## config.mk

```make
export PLATFORM = sky130hd
export DESIGN_NAME = cfg_access_xlat
export DESIGN_NICKNAME = d
export VERILOG_FILES = /design/src/rtl/cfg_xlat_pkg.sv /design/src/rtl/cfg_addr_reg.sv /design/src/rtl/cfg_route_decode.sv /design/src/rtl/cfg_xact_seq.sv /design/src/rtl/cfg_access_xlat.sv
export SDC_FILE = /design/constraint.sdc
export NUM_CORES = 1
export LEC_CHECK = 0
export ABC_AREA = 0
export ABC_CLOCK_PERIOD_IN_PS = 2000
export BUFFER_PORTS_ARGS = -buffer_cell sky130_fd_sc_hd__buf_2
export CORE_UTILIZATION = 43
export DETAILED_ROUTE_END_ITERATION = 7
export GPL_TIMING_DRIVEN = 0
export PLACE_DENSITY = 0.87
export SYNTH_ARGS = -nofsm -noshare
export SYNTH_HDL_FRONTEND = slang
export SYNTH_SLANG_ARGS = --single-unit
```

## constraint.sdc

```tcl
create_clock -name clk -period 2 [get_ports clk]
set_input_delay 0.2 -clock clk [delete_from_list [all_inputs] [get_ports clk]]
set_output_delay 0.2 -clock clk [all_outputs]
set_load 0.05 [all_outputs]
```

## src/rtl/cfg_xlat_pkg.sv

```systemverilog
package cfg_xlat_pkg;

  typedef enum logic [2:0] {
    RT_LATCH_WR,
    RT_LATCH_RD,
    RT_INTERNAL,
    RT_TYPE0,
    RT_TYPE1,
    RT_PLAIN_IO
  } route_e;

  typedef enum logic [1:0] {
    K_IO   = 2'd0,
    K_CFG0 = 2'd1,
    K_CFG1 = 2'd2
  } dkind_e;

  typedef struct packed {
    logic       enable;
    logic [7:0] bus;
    logic [4:0] dev;
    logic [2:0] fn;
    logic [5:0] reg_idx;
  } cfg_sel_t;

  // Readback image of the selector register
  function automatic logic [31:0] sel_to_word(cfg_sel_t s);
    return {s.enable, 7'b0, s.bus, s.dev, s.fn, s.reg_idx, 2'b00};
  endfunction

  // Downstream configuration address image
  function automatic logic [31:0] sel_to_addr(cfg_sel_t s);
    return {8'h00, s.bus, s.dev, s.fn, s.reg_idx, 2'b00};
  endfunction

endpackage

```

## src/rtl/cfg_addr_reg.sv

```systemverilog
module cfg_addr_reg
  import cfg_xlat_pkg::*;
(
  input  logic        clk,
  input  logic        rst_n,
  input  logic        load,
  input  logic [22:0] load_val,
  output cfg_sel_t    sel_q
);

  always_ff @(posedge clk) begin
    if (!rst_n) begin
      sel_q <= '0;
    end else if (load) begin
      sel_q <= cfg_sel_t'(load_val);
    end
  end

endmodule

```

## src/rtl/cfg_route_decode.sv

```systemverilog
module cfg_route_decode
  import cfg_xlat_pkg::*;
#(
  parameter int          NUM_INT_DEV = 4,
  parameter logic [15:0] ADDR_PORT   = 16'h0CF8,
  parameter logic [15:0] DATA_PORT   = 16'h0CFC
) (
  input  logic                   enable,
  input  logic [7:0]             bus,
  input  logic [4:0]             dev,
  input  logic [13:0]            port_dw,
  input  logic [3:0]             be,
  input  logic                   write,
  input  logic [NUM_INT_DEV-2:0] dev_en,
  output route_e                 route
);

  logic [NUM_INT_DEV-1:0] int_on;
  logic                   dev_live;
  logic                   hit_addr;
  logic                   hit_data;

  // Device 0 is the host bridge and can never be turned off
  assign int_on[0] = 1'b1;
  for (genvar g = 1; g < NUM_INT_DEV; g++) begin : g_on
    assign int_on[g] = dev_en[g-1];
  end

  always_comb begin
    dev_live = 1'b0;
    for (int i = 0; i < NUM_INT_DEV; i++) begin
      if (dev == 5'(i)) dev_live = int_on[i];
    end
  end

  assign hit_addr = (port_dw == ADDR_PORT[15:2]);
  assign hit_data = (port_dw == DATA_PORT[15:2]);

  always_comb begin
    if (hit_addr && (be == 4'hF)) begin
      route = write ? RT_LATCH_WR : RT_LATCH_RD;
    end else if (hit_data && enable) begin
      if (bus != 8'h00)  route = RT_TYPE1;
      else if (dev_live) route = RT_INTERNAL;
      else               route = RT_TYPE0;
    end else begin
      route = RT_PLAIN_IO;
    end
  end

endmodule

```

## src/rtl/cfg_xact_seq.sv

```systemverilog
module cfg_xact_seq
  import cfg_xlat_pkg::*;
(
  input  logic        clk,
  input  logic        rst_n,
  input  logic        hreq_valid,
  output logic        hreq_ready,
  input  logic        hreq_write,
  input  logic [15:0] hreq_port,
  input  logic [3:0]  hreq_be,
  input  logic [31:0] hreq_wdata,
  output logic        hrsp_valid,
  input  logic        hrsp_ready,
  output logic [31:0] hrsp_rdata,
  input  route_e      route,
  input  cfg_sel_t    sel,
  output logic        latch_load,
  output logic        ireg_en,
  input  logic [31:0] ireg_rdata,
  output logic        dreq_valid,
  input  logic        dreq_ready,
  output logic [1:0]  dreq_kind,
  output logic        dreq_write,
  output logic [31:0] dreq_addr,
  output logic [3:0]  dreq_be,
  output logic [31:0] dreq_wdata,
  input  logic        drsp_valid,
  output logic        drsp_ready,
  input  logic        drsp_claimed,
  input  logic [31:0] drsp_rdata
);

  typedef enum logic [1:0] {S_IDLE, S_DREQ, S_DRSP, S_RESP} st_e;

  st_e         st_q;
  logic        accept;
  logic        fwd;
  dkind_e      kind_d;
  dkind_e      dkind_q;
  logic        dwr_q;
  logic [31:0] daddr_q;
  logic [3:0]  dbe_q;
  logic [31:0] dwd_q;
  logic [31:0] rsp_q;

  assign hreq_ready = (st_q == S_IDLE);
  assign accept     = hreq_valid && hreq_ready;
  assign latch_load = accept && (route == RT_LATCH_WR);
  assign ireg_en    = accept && (route == RT_INTERNAL);
  assign fwd        = (route == RT_TYPE0) || (route == RT_TYPE1) || (route == RT_PLAIN_IO);

  always_comb begin
    case (route)
      RT_TYPE0: kind_d = K_CFG0;
      RT_TYPE1: kind_d = K_CFG1;
      default:  kind_d = K_IO;
    endcase
  end

  assign dreq_valid = (st_q == S_DREQ);
  assign drsp_ready = (st_q == S_DRSP);
  assign hrsp_valid = (st_q == S_RESP);
  assign hrsp_rdata = rsp_q;
  assign dreq_kind  = dkind_q;
  assign dreq_write = dwr_q;
  assign dreq_addr  = daddr_q;
  assign dreq_be    = dbe_q;
  assign dreq_wdata = dwd_q;

  always_ff @(posedge clk) begin
    if (!rst_n) begin
      st_q    <= S_IDLE;
      rsp_q   <= '0;
      dkind_q <= K_IO;
      dwr_q   <= 1'b0;
      daddr_q <= '0;
      dbe_q   <= '0;
      dwd_q   <= '0;
    end else begin
      case (st_q)
        S_IDLE: begin
          if (accept) begin
            if (fwd) begin
              dkind_q <= kind_d;
              dwr_q   <= hreq_write;
              daddr_q <= (route == RT_PLAIN_IO) ? {16'h0000, hreq_port} : sel_to_addr(sel);
              dbe_q   <= hreq_be;
              dwd_q   <= hreq_wdata;
              st_q    <= S_DREQ;
            end else begin
              if (hreq_write)                 rsp_q <= '0;
              else if (route == RT_INTERNAL)  rsp_q <= ireg_rdata;
              else                            rsp_q <= sel_to_word(sel);
              st_q <= S_RESP;
            end
          end
        end
        S_DREQ: if (dreq_ready) st_q <= S_DRSP;
        S_DRSP: begin
          if (drsp_valid) begin
            rsp_q <= dwr_q ? '0 : (drsp_claimed ? drsp_rdata : '1);
            st_q  <= S_RESP;
          end
        end
        default: if (hrsp_ready) st_q <= S_IDLE;
      endcase
    end
  end

endmodule

```

## src/rtl/cfg_access_xlat.sv

```systemverilog
module cfg_access_xlat
  import cfg_xlat_pkg::*;
#(
  parameter int          NUM_INT_DEV = 4,
  parameter logic [15:0] ADDR_PORT   = 16'h0CF8,
  parameter logic [15:0] DATA_PORT   = 16'h0CFC
) (
  input  logic                   clk,
  input  logic                   rst_n,
  input  logic                   hreq_valid,
  output logic                   hreq_ready,
  input  logic                   hreq_write,
  input  logic [15:0]            hreq_port,
  input  logic [3:0]             hreq_be,
  input  logic [31:0]            hreq_wdata,
  output logic                   hrsp_valid,
  input  logic                   hrsp_ready,
  output logic [31:0]            hrsp_rdata,
  input  logic [NUM_INT_DEV-2:0] dev_en,
  output logic                   ireg_en,
  output logic                   ireg_write,
  output logic [4:0]             ireg_dev,
  output logic [2:0]             ireg_fn,
  output logic [5:0]             ireg_reg,
  output logic [3:0]             ireg_be,
  output logic [31:0]            ireg_wdata,
  input  logic [31:0]            ireg_rdata,
  output logic                   dreq_valid,
  input  logic                   dreq_ready,
  output logic [1:0]             dreq_kind,
  output logic                   dreq_write,
  output logic [31:0]            dreq_addr,
  output logic [3:0]             dreq_be,
  output logic [31:0]            dreq_wdata,
  input  logic                   drsp_valid,
  output logic                   drsp_ready,
  input  logic                   drsp_claimed,
  input  logic [31:0]            drsp_rdata
);

  cfg_sel_t sel;
  route_e   route;
  logic     latch_load;

  cfg_addr_reg u_areg (
    .clk      (clk),
    .rst_n    (rst_n),
    .load     (latch_load),
    .load_val ({hreq_wdata[31], hreq_wdata[23:2]}),
    .sel_q    (sel)
  );

  cfg_route_decode #(
    .NUM_INT_DEV (NUM_INT_DEV),
    .ADDR_PORT   (ADDR_PORT),
    .DATA_PORT   (DATA_PORT)
  ) u_dec (
    .enable  (sel.enable),
    .bus     (sel.bus),
    .dev     (sel.dev),
    .port_dw (hreq_port[15:2]),
    .be      (hreq_be),
    .write   (hreq_write),
    .dev_en  (dev_en),
    .route   (route)
  );

  cfg_xact_seq u_seq (
    .clk          (clk),
    .rst_n        (rst_n),
    .hreq_valid   (hreq_valid),
    .hreq_ready   (hreq_ready),
    .hreq_write   (hreq_write),
    .hreq_port    (hreq_port),
    .hreq_be      (hreq_be),
    .hreq_wdata   (hreq_wdata),
    .hrsp_valid   (hrsp_valid),
    .hrsp_ready   (hrsp_ready),
    .hrsp_rdata   (hrsp_rdata),
    .route        (route),
    .sel          (sel),
    .latch_load   (latch_load),
    .ireg_en      (ireg_en),
    .ireg_rdata   (ireg_rdata),
    .dreq_valid   (dreq_valid),
    .dreq_ready   (dreq_ready),
    .dreq_kind    (dreq_kind),
    .dreq_write   (dreq_write),
    .dreq_addr    (dreq_addr),
    .dreq_be      (dreq_be),
    .dreq_wdata   (dreq_wdata),
    .drsp_valid   (drsp_valid),
    .drsp_ready   (drsp_ready),
    .drsp_claimed (drsp_claimed),
    .drsp_rdata   (drsp_rdata)
  );

  // Internal port carries the selector fields and the host payload
  assign ireg_write = hreq_write;
  assign ireg_dev   = sel.dev;
  assign ireg_fn    = sel.fn;
  assign ireg_reg   = sel.reg_idx;
  assign ireg_be    = hreq_be;
  assign ireg_wdata = hreq_wdata;

endmodule

```

; After elaboration in Yosys (flattened, before gate mapping)
; Cells that the tools add are included.
[word_totals]
ff_bits = 128
latchBits = 0
ramBits = 0
romBits = 0
input_bits = 127
out_inout_bits = 159
word_cells = 70
memories = 0
[classes]
add_sub_neg = 0
mul = 0
div = 0
order_cmp = 0
n_eq_ne = 17
shifts = 0
muxes = 25
bitwise_logic = 0
reduce_logical = 16
[op_table]
columns = cell, count
row1 = $mux W32, 7
row2 = $pmux W32 S2, 1
row3 = $eq A14 B10 Y1 const B, 2
row4 = $mux W24, 1
row5 = $eq A5 B2 Y1 const B, 2
row6 = $mux W2, 5
row7 = $mux W3, 3
row8 = $reduce_and A4 Y1, 2
row9 = $reduce_bool A8 Y1, 1
row10 = $eq A3 B2 Y1 const B, 2
row11 = $eq A3 B3 Y1 const B, 2
row12 = $mux W1, 6
row13 = $ne A2 B2 Y1 const B, 3
row14 = $pmux W2 S3, 1
row15 = $eq A5 B1 Y1 const B, 1
row16 = $logic_and A1 B1 Y1, 5
row17 = $logic_not A5 Y1, 1
row18 = $eq A2 B2 Y1 const B, 2
row19 = $eq A4 B4 Y1 const B, 1
row20 = $pmux W2 S2, 1
row21 = $reduce_bool A4 Y1, 1
row22 = $logic_not A3 Y1, 1
row23 = $reduce_and A3 Y1, 1
row24 = $eq A2 B1 Y1 const B, 1
row25 = other kinds (4), 5

; Longest topological paths before layout
; Gate-level depths: netlist (run 1).
[depth]
depth_word = 15
depth_mapped = 11

; By module
; Synthesis (run 1) repeated with hierarchy kept, for this count alone.
[hier_totals]
cells_unflattened = 717
area_unflattened_um2 = 6062.1
[modules_own_cells]
columns = module, n_inst, cells_each, area_per_inst_um2, seq_area_each_um2
row1 = cfg_xact_seq, 1, 586, 4759.6, 1941.9
row2 = cfg_addr_reg, 1, 74, 893.4, 460.4
row3 = cfg_access_xlat, 1, 37, 277.8, 0.0
row4 = cfg_route_decode, 1, 20, 131.4, 0.0

; Least setup slack after synthesis (run 1)
; No wires, ideal clock.
[synth_timing]
path_kind = reg-to-output
start = reg u_areg.sel_q[14] (netlist bit)
end = out ireg_en
arrival_ns = 2.228
required_time_ns = 1.800
path_slack_ns = -0.428
path_stages_with_launch = 8
cell_sequence = dfxtp_1 nor4_1 and4_1 buf_2 nand3_1 buf_2 buf_1 nor2_1
[synth_between]
elab_chain_cells = 6
[synth_rtl]
columns = element, line_no
row1 = "start, declared", cfg_addr_reg.sv:8  ; output cfg_sel_t sel_q
row2 = "start signal, assigned", cfg_addr_reg.sv:15  ; sel_q <= cfg_sel_t'(load_val);
row3 = $reduce_bool A8 Y1, cfg_route_decode.sv:43  ; if (bus != 8'h00) route = RT_TYPE1;
row4 = $mux W3, cfg_route_decode.sv:43
row5 = $mux W3, cfg_route_decode.sv:42  ; end else if (hit_data && enable) begin
row6 = $mux W3, cfg_route_decode.sv:40  ; if (hit_addr && (be == 4'hF)) begin
row7 = $eq A3 B2 Y1, cfg_xact_seq.sv:49  ; assign ireg_en = accept && (route == RT_INTERNAL);
row8 = $logic_and A1 B1 Y1, cfg_xact_seq.sv:49
row9 = "end, declared", cfg_access_xlat.sv:20  ; output logic ireg_en,
; No other way between the ends.

; Final worst setup path (run 1)
[layout_timing]
start = reg u_areg.sel_q[21] (netlist bit)
end = reg u_seq.rsp_q[11], in the netlist u_seq.hrsp_rdata[11]
[layout_between]
elab_chain_cells = 10
elab_cells_between_ends = 17
[layout_rtl]
columns = element, line_no
row1 = $reduce_bool A8 Y1 *, cfg_route_decode.sv:43
row2 = $mux W3 *, cfg_route_decode.sv:43
row3 = $mux W3 *, cfg_route_decode.sv:42
row4 = $mux W3 *, cfg_route_decode.sv:40
row5 = $eq A3 B2 Y1, cfg_xact_seq.sv:92  ; else if (route == RT_INTERNAL) rsp_q <= ireg_rdata;
row6 = $mux W32, cfg_xact_seq.sv:92
row7 = $mux W32, cfg_xact_seq.sv:91  ; if (hreq_write) rsp_q <= '0;
row8 = $mux W32, cfg_xact_seq.sv:83  ; if (fwd) begin
row9 = $mux W32, cfg_xact_seq.sv:82  ; if (accept) begin
row10 = $pmux W32 S2, cfg_xact_seq.sv:80  ; case (st_q)
row11 = "end signal, assigned", cfg_xact_seq.sv:92
row12 = "end signal, assigned", cfg_xact_seq.sv:93  ; else rsp_q <= sel_to_word(sel);
row13 = "end signal, assigned", cfg_xact_seq.sv:101  ; rsp_q <= dwr_q ? '0 : (drsp_claimed ? drsp_rdata : '1);
row14 = "end, declared", cfg_xact_seq.sv:44  ; logic [31:0] rsp_q;
; Every way passes the cells marked *; elsewhere a longest branch is shown, timed or not. The select of a mux whose other input is x is not followed.
; A chain may end at the register's enable or synchronous reset.

==> impl_summary.md, run 1 <==
Setup path
In this run the worst path has a maximum fanout of 10. The startpoint identified for the worst register-to-register timing path is u_areg.sel_q[21]. STA classifies the critical path startpoint as a flop. The critical path arrival is 2.64 ns.

In this run the register-to-register setup slack is -0.33 ns. The critical path class is reg -> reg. The endpoint of the worst-slack reg-to-reg timing path is u_seq.hrsp_rdata[11]. At the worst endpoint, the required time is 2.31 ns. The start point of the critical path is u_areg.sel_q[21]. The endpoint of the most critical setup path is u_seq.hrsp_rdata[11]. The cell count of the worst reg-to-reg path is 8.

The endpoint kind of the worst setup timing path is a flop.

Global route
The via count of the first global-routing pass was 6797. The initial antenna violation count is 2. Entering global routing, the biggest net connects 17 pins. The overall global routing resource usage is 33.5%.

The first-pass GRT wire length is 36.9 mm. For this run the aggregate overflow at the end of global routing stands at 0.

Placed design
The worst slack at placement is -0.484 ns. The count of port buffers added during placement is 276. After legalization and detailed placement, the total HPWL measured 17.6 mm. The count of placed standard cells including taps is 1173. Routability-driven placement finished with a final weighted congestion of 0.945. The placed instances occupy a cell area of 0.00782 mm2.

Run
The number of max-cap violations is 0.

Synthesis
Counting flops with a built-in enable in the synthesized netlist gives 0. The compound-cell area share of the yosys netlist is 26.5%. The count of synthesis-stage warnings from yosys is 0. The cell count after synthesis is 710. The simple-gate area share of the yosys netlist is 14.6%.

The multiplexer area fraction after synthesis is 5.44%. The unique cell type count in the Yosys netlist is 53. The post-synthesis share of cell area spent on full adders, half adders and majority gates is 0.822%.

For this run, the register share of the synthesized area comes to 39.4%. The cell area that synthesis handed to floorplanning was 0.00609 mm2. After synthesis, the share of flip-flops with an asynchronous set or reset is 0%. After synthesis, the cell types taking the most area are dfxtp_1, buf_4, o21ai_0. The mean cell area of the mapped netlist is 8.58 um2. The cell type with the largest total area after synthesis is dfxtp_1. Summed over its instances, the top area cell type makes up 39.4% of the synthesized netlist area.

The synthesized design contains 120 register bits. The xor and xnor area share after synthesis is 0%. In the synthesized netlist the dominant register cell turns out to be dfxtp_1. After synthesis, the largest family of logic cells by area is compound AO/OA/AOI/OAI gates.

Drt
The routed layout has 7782 vias. The count of unresolved DRC violations after routing is 0. For this block, the initial DRC count from the detailed router was 883. After detailed routing, the total wire length is 27.8 mm. The via density per instance is 6.16. The remaining antenna violation count after routing is 0. The number of iterations in the first detailed-routing pass is 7. The average routed wire per standard cell is 22.0 um.

Timing
The maximum clock frequency is 429 MHz. Counting I/O delays and the setup requirement, the final critical path takes 2.33 ns. The count of final hold-check violations is 0. The setup total negative slack is -14.17 ns.

The part of the cycle the worst path needs is 117%. On the final layout, the worst hold slack is 0.0277 ns. The setup-violating endpoint count in the final report is 95. On the final layout, the worst clock skew is 0.0109 ns. The slew at the pin closest to its max-slew limit is 0.782 ns.

The number of pins with negative max-slew slack in the final report is 0. The worst pin sits at a relative slew slack of 47.9%. Setup repair after global routing could not meet its margin everywhere. In the post-route analysis, the smallest setup slack over all paths is -0.333 ns.

Cells and area
Cells with a size suffix above 1 make up 56.0% of the layout. The area added between synthesis and finish is 63.0%. Leaving out fill and tap cells, the most frequent cell in the layout is buf_2. The final cell count without fillers is 1264.

The top cell types in the final layout, fill and taps aside, are buf_2, dfxtp_1, buf_4. The final layout contains 1201 nets. The finished cells cover 0.00993 mm2.

Clock tree
The H-tree was split into 4 levels. TritonCTS built the clock tree. The later pin in the worst-skew pair is clocked with a latency of 0.43 ns. Buffers inserted to repair hold after CTS numbered 0. TritonCTS created 17 clock buffers. The clock-pin transition on the worst setup and hold timing paths is 0.06 ns.

Counting every sink on the clock net gives 120. The clock root buffer is clkbuf_16. No sink is reached through more buffers than the 2 on the longest clock path.

Outcome
The final reports fail on setup timing. The flow ran to the end, but the final reports show violations.

Min path
The type of the tightest min-delay check is in -> reg.

Pwr
For this design the static power due to leakage is 4.40 nW. The power share of the clock group is 33.0%. The reported net switching power is 4.09 mW.

The part of the total power dissipated in sequential elements is 28.4%. The cell area power density is 1010 mW/mm2. The peak supply drop is 0.000687 V. The internal power of the cells totals 5.90 mW. Per report_power, the combinational group accounts for 38.6% of the total. Of the total power, the share spent switching nets is 40.9%.

Floorplan
For this configuration, the core starts out at a cell density of 44.1%. The die is 121 um tall. The area of the die is 0.0146 mm2. The core region is 0.0138 mm2.

286 I/O pins were placed. The row count is 43. Measured along the x axis, the die boundary spans 121 um.
area by class of cell:
| cell class | instances | area [um2] |
|---|---|---|
| inverters | 7 | 28.8 |
| clock inverters | 12 | 163 |
| well taps | 180 | 225 |
| clock buffers | 20 | 467 |
| repair buffers | 335 | 2050 |
| flip-flops and latches | 120 | 2440 |
| diodes | 1 | 2.50 |
| multi-input cells | 460 | 3540 |
| plain buffers | 129 | 1020 |
| fillers | 995 | 3900 |
layer usage:
layer  wire (um)  global-route usage, %  up-vias
met5           0                      0        -
met4        1790                   18.1        0
met3        2930                   7.00      186
met2       12700                   55.1      665
met1       10300                   40.9     3617
li1            -                      -     3314
worst min path at each step:
| stage | startpoint | end | slack [ns] | depth (start not counted) |
|---|---|---|---|---|
| floorplan | hreq_wdata[15] | u_areg.sel_q[13] | 0.35 | 2 |
| global placement | u_seq.dreq_wdata[22] | u_seq.dreq_wdata[22] | 0.46 | 2 |
| detailed placement | u_seq.dreq_wdata[29] | u_seq.dreq_wdata[29] | 0.46 | 2 |
| CTS | ireg_rdata[27] | u_seq.hrsp_rdata[27] | 0.02 | 3 |
| global route | hreq_wdata[29] | u_seq.dreq_wdata[29] | 0.04 | 3 |
| finish | ireg_rdata[24] | u_seq.hrsp_rdata[24] | 0.03 | 3 |
flip-flops by register name, indices dropped and copies added, names as in the netlist:
signal            count
u_seq.st_q            2
u_seq.dreq_wdata     32
u_seq.hrsp_rdata     32
u_seq.dreq_kind       2
u_seq.dreq_addr      24
u_seq.dreq_be         4
u_areg.sel_q         23
u_seq.dreq_write      1
per-stage QoR:
stage                     total power [mW]  util, %
after floorplan                       5.26        -
final                                 9.99     71.8
after CTS                             9.53     65.7
after global routing                  10.3     71.8
after global placement                6.03     56.5
after detailed placement              6.09     56.5
cells in the mapped netlist (14+ instances only):
cell type  count
clkbuf_1      41
o21ai_0       73
buf_4         63
a31oi_1       21
dfxtp_1      120
nand3_1       40
buf_2         14
a21oi_1       66
nor2_1        37
o31ai_1       17
nand2_1       29
mux2i_1       32
kinds of logic after synthesis:
group,count (synthesis)
mux,33
fa+ha+maj,4
compound gates,243
flops,120
buf+inv,137
other cells,1
simple gates,172
power groups by stage:
| stage | Combinational [mW] | Clock (mW) | Sequential (mW) |
|---|---|---|---|
| final | 3.86 | 3.29 | 2.84 |
| after global routing | 4.02 | 3.41 | 2.87 |
| after CTS | 3.45 | 3.27 | 2.81 |
| after detailed placement | 3.22 | 0 | 2.87 |
| after global placement | 3.17 | 0 | 2.86 |
| after floorplan | 1.53 | 0 | 3.72 |
repair_timing:
item	4_1_cts	5_1_grt
pin swaps	19	97
cloned	3	10
setup buffers	29	17
resized for setup	103	193
endpoints found under the setup margin	116	113
worst max-delay path, cell delays in order, from the launching register on:
cell and delay (ns):
dfxtp_4 0.36, nor4_4 0.32, buf_4 0.18, nand4_1 0.18
buf_4 0.21, clkbuf_16 0.17, nor4_2 0.33, a31oi_1 0.14
a311oi_2 0.33
No activity file was read; power rests on OpenSTA's default activity.
==> run 2, diff against run 1 <==
CELL_PAD_IN_SITES_DETAIL_PLACEMENT = 1   (was not set)
CELL_PAD_IN_SITES_GLOBAL_PLACEMENT = 1   (was not set)
CORE_UTILIZATION = 30   (was 43)
PLACE_DENSITY = 0.86   (was 0.87)
==> impl_summary.md, run 2 (synthesis results as in run 1) <==
Floorplan
The die boundary height is 145 um (+19%). The width of the die came to 145 um (+19%). The area of the die is 0.0209 mm2 (+43%). The placeable core area is 0.0197 mm2 (+42%). The number of top-level design ports is 286 (unchanged). The effective utilization at floorplan came to 31.0% (-13 points). The row count is 51 (+19%).

Timing
The count of final hold-check violations is 0 (unchanged). The number of pins with negative max-slew slack in the final report was 0 (unchanged). The part of the cycle the worst path needs came to 118% (+1.2 points). The clock period minus worst slack came to 2.36 ns (+0.0241 ns). Setup repair after global routing could not meet its margin everywhere.

The worst relative slew slack came to 39.7% (-8.2 points). The final worst clock skew is 0.00665 ns (-0.00425 ns). The final worst-path setup slack is -0.357 ns (-0.0241 ns). The maximum clock frequency is 424 MHz (-1.0%).

The slew at the pin closest to its max-slew limit came to 0.905 ns (+0.122 ns). The setup-violating endpoint count in the final report is 98 (+3.2%).

Setup path
Walking the worst path, the cells encountered are nor4_4, buf_4, nand4_1, buf_6, buf_12, nor4_1, a31oi_1, a311oi_2. The worst setup path is launched from a flop. The kind of cell adding the most delay to the critical path is simple AND/OR/NAND/NOR gates. The number of stages on the worst setup path is 8 (unchanged).

For this design, the slowest cell found on the critical path is nor4_1. The flop-to-flop setup slack is -0.36 ns (-0.02 ns). The critical path class is reg -> reg. The maximum single-stage delay on the critical path was 0.42 ns (+0.06 ns). The critical path required time was 2.33 ns (+0.02 ns).

The critical path arrival is 2.69 ns (+0.05 ns). The startpoint identified for the worst register-to-register timing path is u_areg.sel_q[17]. In this run the worst setup path begins at u_areg.sel_q[17]. The highest net fanout along the worst path was 4 (-6).

The cell count of the worst reg-to-reg path is 8 (unchanged). The worst setup path is captured at a flop. The number of buffer and inverter instances along the worst setup path is 3 (unchanged).

Clock tree
The number of buffers inserted during clock tree synthesis is 17 (unchanged). The quantity of hold-fixing buffers added after cts is 0 (unchanged). The maximum level of the CTS H-tree was 4 (unchanged). The worst-case clock buffer depth was 2 (unchanged). TritonCTS built the clock tree. The clock-pin transition on the worst setup and hold timing paths is 0.06 ns (about the same). The clock root buffer is clkbuf_16. The clock latency of the later-clocked register in the worst-skew pair came to 0.43 ns (about the same). The number of clock sinks is 120 (unchanged).

Outcome
The final reports fail on setup timing. The flow ran to the end, but the final reports show violations.

Cells and area
The final cell count without fillers was 1358 (+7.4%). The layout filler cell count is 2343 (+140%). The number of nets in the layout came to 1205 (+0.33%). The final instance area was 0.0101 mm2 (+1.7%). The most common library cell in the layout ignoring fill and taps is buf_2. Compared with the post-synthesis result, the final layout area differs by 65.8%. The fraction of final layout cells sized beyond drive strength 1 is 57.4% (+1.4 points). In the layout the commonest cells are buf_2, dfxtp_1, buf_4. The end-of-flow core utilization came to 51.4% (-20 points).

Placed design
The count of port buffers added during placement came to 276 (unchanged). The worst slack at placement came to -0.650 ns (-0.166 ns). The count of placed standard cells including taps is 1258 (+7.2%). The final weighted congestion in routability-driven placement came to 0.882 (-6.7%). The placement-stage cell area is 0.00792 mm2 (+1.4%). The placed wire-length estimate is 20.8 mm (+18%).

Global route
The first-pass GRT wire length is 43.1 mm (+17%). The global-route track usage on met3 came to 6.09% (-0.91 points). The most congested layer reported by global routing is met2. The pin count of the biggest net entering global routing is 17 (unchanged). The met2 usage in global routing was 46.7% (-8.4 points). The global route total overflow is 0 (unchanged).

The initial antenna violation count was 6 (+4). The via count of the first global-routing pass is 7292 (+7.3%). The met1 track demand over resource in global routing was 34.0% (-6.9 points). The overall global routing resource usage was 28.3% (-5.2 points).

Run
The number of max-cap violations is 0 (unchanged).

Drt
The number of iterations in the first detailed-routing pass is 5 (-2). The via density per instance is 5.53 (-10%). The average routed wire per standard cell is 23.7 um (+7.8%). The count of unresolved DRC violations after routing is 0 (unchanged).

The violation count after the first detailed-routing iteration is 558 (-37%). The remaining antenna violation count after routing came to 0 (unchanged). The total detailed-routing wirelength is 32.1 mm (+16%). The vias after detailed routing is 7503 (-3.6%).

Pwr
The peak supply drop came to 0.000649 V (-5.6%). The cell area power density came to 970 mW/mm2 (-3.6%). The cell leakage power is 4.42 nW (+0.37%).

Min path
The count of cells along the worst hold path was 3 (unchanged). The startpoint identified for the worst hold timing path is ireg_rdata[0]. The type of the tightest min-delay check is in -> reg.
[run 2: changes by cell type in the layout (fill, tap and decap cells not counted), moves of 6 or more]
cell     previous run  this run
a21oi_1            56        45
o21ai_1             8         0
o31ai_1            10        16
a21oi_2            10        21
o21ai_4             0        12
[run 2: worst paths after layout]
kind,end
hold reg to reg,u_seq.dreq_be[3]
hold / removal,u_seq.hrsp_rdata[0]
setup / recovery,u_seq.hrsp_rdata[5]
setup reg to reg,u_seq.hrsp_rdata[5]
[run 2: per-layer routing]
layer	vias up	wire length [um]
met1	3648	13000
met3	107	2200
li1	3335	-
met2	413	15400
met4	0	1470
met5	-	0
[run 2: final cells by class]
class	count	area (um2)	area share [%]
Antenna cell	6	15.0	0.149
Buffer	127	993	9.83
Clock buffer	19	443	4.38
Clock inverter	13	97.6	0.966
Inverter	7	32.5	0.322
Multi-Input combinational cell	460	3600	35.7
Sequential cell	120	2440	24.2
Tap cell	265	332	3.28
Timing Repair Buffer	341	2140	21.2
[run 2: report_power, final]
part           internal (mW)  total, mW  switching, mW  leakage, nW
Clock                   1.62       2.88           1.26        0.256
Combinational           1.24       4.06           2.83         3.18
Sequential              2.66       2.85          0.193        0.986
[run 2: through the flow]
stage	power (mW)	setup TNS, ns	hold WS (ns)
3_3_place_gp	6.10	-50.49	0.458
2_1_floorplan	5.26	-0.185	0.347
4_1_cts	9.46	-2.84	0.0230
6_report	9.80	-13.56	0.0356
3_5_place_dp	6.18	-53.92	0.469
5_1_grt	10.1	-19.95	0.0338
[run 2: worst min-delay path: cells and delay by family]
kind	cells	cell delay [ns]
AND/OR/NAND/NOR	1	0.05
buffers and inverters	1	0.09
AO/OA/AOI/OAI	1	0.07
[run 2: what timing repair did]
item	CTS	global route
endpoints found under the setup margin	117	97
hold endpoints to repair	0	0
setup buffers	32	21
pin swaps	54	90
cloned	8	4
gates resized for setup	194	113
==> run 3, diff against run 2 <==
CORE_ASPECT_RATIO = 2   (was not set)
==> impl_summary.md, run 3 (synthesis results as in run 1) <==
Global route
The pin count of the biggest net entering global routing is 17 (unchanged). The via count of the first global-routing pass is 7414 (+1.7%). The first-pass GRT wire length was 42.3 mm (-1.9%). The global route total overflow is 0 (unchanged).

The initial antenna violation count is 4 (-2). The overall global routing resource usage was 27.9% (-0.44 points).

Timing
Setup repair after global routing could not meet its margin everywhere. The setup-violating endpoint count in the final report is 52 (-47%). The slew at the pin closest to its max-slew limit is 0.851 ns (-0.0535 ns). The final worst clock skew is 0.0104 ns (+0.00374 ns). The number of pins with negative max-slew slack in the final report is 0 (unchanged). The clock period minus worst slack is 2.27 ns (-0.0871 ns).

The maximum clock frequency is 441 MHz (+3.8%). The count of final hold-check violations is 0 (unchanged). The worst hold slack after final layout is 0.0289 ns (-0.00672 ns). The part of the cycle the worst path needs is 113% (-4.4 points). The worst relative slew slack is 43.3% (+3.6 points). The final worst-path setup slack is -0.269 ns (+0.0871 ns).

Drt
The violation count after the first detailed-routing iteration came to 239 (-57%). The average routed wire per standard cell was 22.9 um (-3.3%). The count of unresolved DRC violations after routing is 0 (unchanged). The via density per instance is 5.41 (-2.0%). The total detailed-routing wirelength was 30.5 mm (-5.3%). The number of iterations in the first detailed-routing pass came to 5 (unchanged).

The remaining antenna violation count after routing is 0 (unchanged). The vias after detailed routing is 7207 (-3.9%).

Pwr
The internal power is 5.51 mW (-0.11%). The power share of the clock group came to 31.6% (+2.2 points). The part of the total power dissipated in sequential elements is 29.6% (+0.5 points). The reported net switching power is 4.08 mW (-4.8%). The cell area power density is 1000 mW/mm2 (+3.4%). The share of power burned in combinational logic is 38.9% (-2.6 points). The switching share of power came to 42.5% (-1.2 points). The peak supply drop is 0.000540 V (-17%).

The cell leakage power is 4.26 nW (-3.5%).

Floorplan
The area of the die is 0.0209 mm2 (+0.17%). The placeable core area came to 0.0199 mm2 (+1.3%). The die boundary height is 204 um (+41%). The width of the die is 103 um (-29%). The effective utilization at floorplan is 30.6% (-0.40 points). The row count is 73 (+43%). The number of top-level design ports is 286 (unchanged).

Clock tree
The quantity of hold-fixing buffers added after cts was 0 (unchanged). The worst-case clock buffer depth is 2 (unchanged). The clock-pin transition on the worst setup and hold timing paths is 0.06 ns (about the same).

The clock latency of the later-clocked register in the worst-skew pair came to 0.43 ns (about the same). The clock tree from TritonCTS is done. The clock root buffer is clkbuf_16. The maximum level of the CTS H-tree came to 4 (unchanged).

The number of clock sinks is 120 (unchanged). The number of buffers inserted during clock tree synthesis came to 17 (unchanged).

Setup path
In this run the critical register-to-register path is launched from u_areg.sel_q[21]. The critical path class is reg -> reg. The cell count of the worst reg-to-reg path came to 8 (unchanged).

The signal on the critical path passes through nor4_4, buf_4, nand4_1, buf_4, buf_4, nor4_2, a31oi_1, a311oi_2. STA classifies the critical path startpoint as a flop. The maximum single-stage delay on the critical path is 0.38 ns (-0.04 ns).

The highest net fanout along the worst path is 10 (+6). The endpoint identified for the worst register-to-register timing path is u_seq.hrsp_rdata[9]. The critical path required time is 2.32 ns (about the same).

STA classifies the critical path endpoint as a flop. The number of buffer and inverter instances along the worst setup path is 3 (unchanged). The slowest cell on the critical path is a311oi_2. The flop-to-flop setup slack is -0.27 ns (+0.09 ns). The most frequent cell on the critical path is buf_4. The most critical setup path has its startpoint at u_areg.sel_q[21].

The cell family contributing the most delay on the critical path is simple AND/OR/NAND/NOR gates. The critical path arrival is 2.59 ns (-0.10 ns).

Cells and area
The final cell count without fillers is 1331 (-2.0%). The number of nets in the layout is 1184 (-1.7%). The fraction of final layout cells sized beyond drive strength 1 is 52.5% (-4.9 points). The most common library cell in the layout ignoring fill and taps is buf_2.

Leaving out fill and tap cells, the most frequent cells in the layout are buf_2, dfxtp_1, buf_4. The area growth from synthesis to layout is 56.9%.

Min path
The count of cells along the worst hold path was 3 (unchanged). The path with the worst hold slack has its endpoint at u_seq.hrsp_rdata[27]. The path class of the tightest hold or removal check is in -> reg. The worst hold path begins at ireg_rdata[27].

Outcome
The flow ran to the end, but the final reports show violations. The final reports fail on setup timing.

Run
The number of max-cap violations is 0 (unchanged).

Placed design
The count of port buffers added during placement is 276 (unchanged). The count of placed standard cells including taps is 1255 (-0.24%). The placed wire-length estimate came to 22.1 mm (+6.7%).

The final weighted congestion in routability-driven placement came to 0.871 (-1.1%).
==> run 3: worst register-to-register path, stage by stage, from the launching register on <==
cell	delay, ns
dfxtp_4	0.37
nor4_4	0.30
buf_4	0.16
nand4_1	0.19
buf_4	0.21
buf_4	0.19
nor4_2	0.26
a31oi_1	0.11
a311oi_2	0.38
==> run 3: layout make-up <==
class                   instances  area (um2)
diodes                          3        7.51
plain buffers                 126         961
clock buffers                  20         447
clock inverters                12         119
fillers                      2454       10400
inverters                       7        26.3
multi-input cells             460        3340
flip-flops and latches        120        2440
well taps                     262         328
repair buffers                321        1900
==> run 3: how the worst max path moves through the flow <==
stage	cells after the start	to	slack, ns
2_1_floorplan	10	u_seq.hrsp_rdata[10]	-0.02
3_3_place_gp	7	u_seq.dreq_addr[10]	-0.83
3_5_place_dp	7	u_seq.dreq_addr[7]	-0.85
4_1_cts	8	ireg_en	-0.20
5_1_grt	8	u_seq.hrsp_rdata[9]	-0.37
6_report	8	u_seq.hrsp_rdata[9]	-0.27
==> run 3: repair_timing <==
action,CTS,global route
buffers inserted,26,12
gates resized for setup,91,159
pin swaps,20,56
gates cloned,2,6
endpoints found under the setup margin,117,104
==> run 3: routing by layer <==
layer / global-route usage, % / part of all wire [%]
met5: 0 / 0.043
met3: 4.80 / 5.0
met4: 20.6 / 7.8
met2: 52.0 / 54
met1: 26.0 / 33
==> run 3: power by group through the flow <==
stage          registers (mW)  clock network (mW)  logic (mW)
2_1_floorplan            3.72                   0        1.53
3_3_place_gp             2.85                   0        3.28
3_5_place_dp             2.86                   0        3.34
4_1_cts                  2.81                3.05        3.52
5_1_grt                  2.86                3.15        3.90
6_report                 2.83                3.03        3.73
==> run 3: metrics by stage <==
| step | setup slack [ns] | instance area [um2] | power, mW | TNS [ns] | util (%) |
|---|---|---|---|---|---|
| 2_1_floorplan | -0.0205 | 6210 | 5.26 | -0.185 | - |
| 3_3_place_gp | -0.830 | 7920 | 6.13 | -68.42 | 39.8 |
| 3_5_place_dp | -0.855 | 7920 | 6.20 | -71.87 | 39.8 |
| 4_1_cts | -0.199 | 8990 | 9.38 | -3.66 | 45.1 |
| 5_1_grt | -0.375 | 9560 | 9.91 | -8.88 | 48.0 |
| 6_report | -0.269 | 9560 | 9.59 | -4.39 | 48.0 |
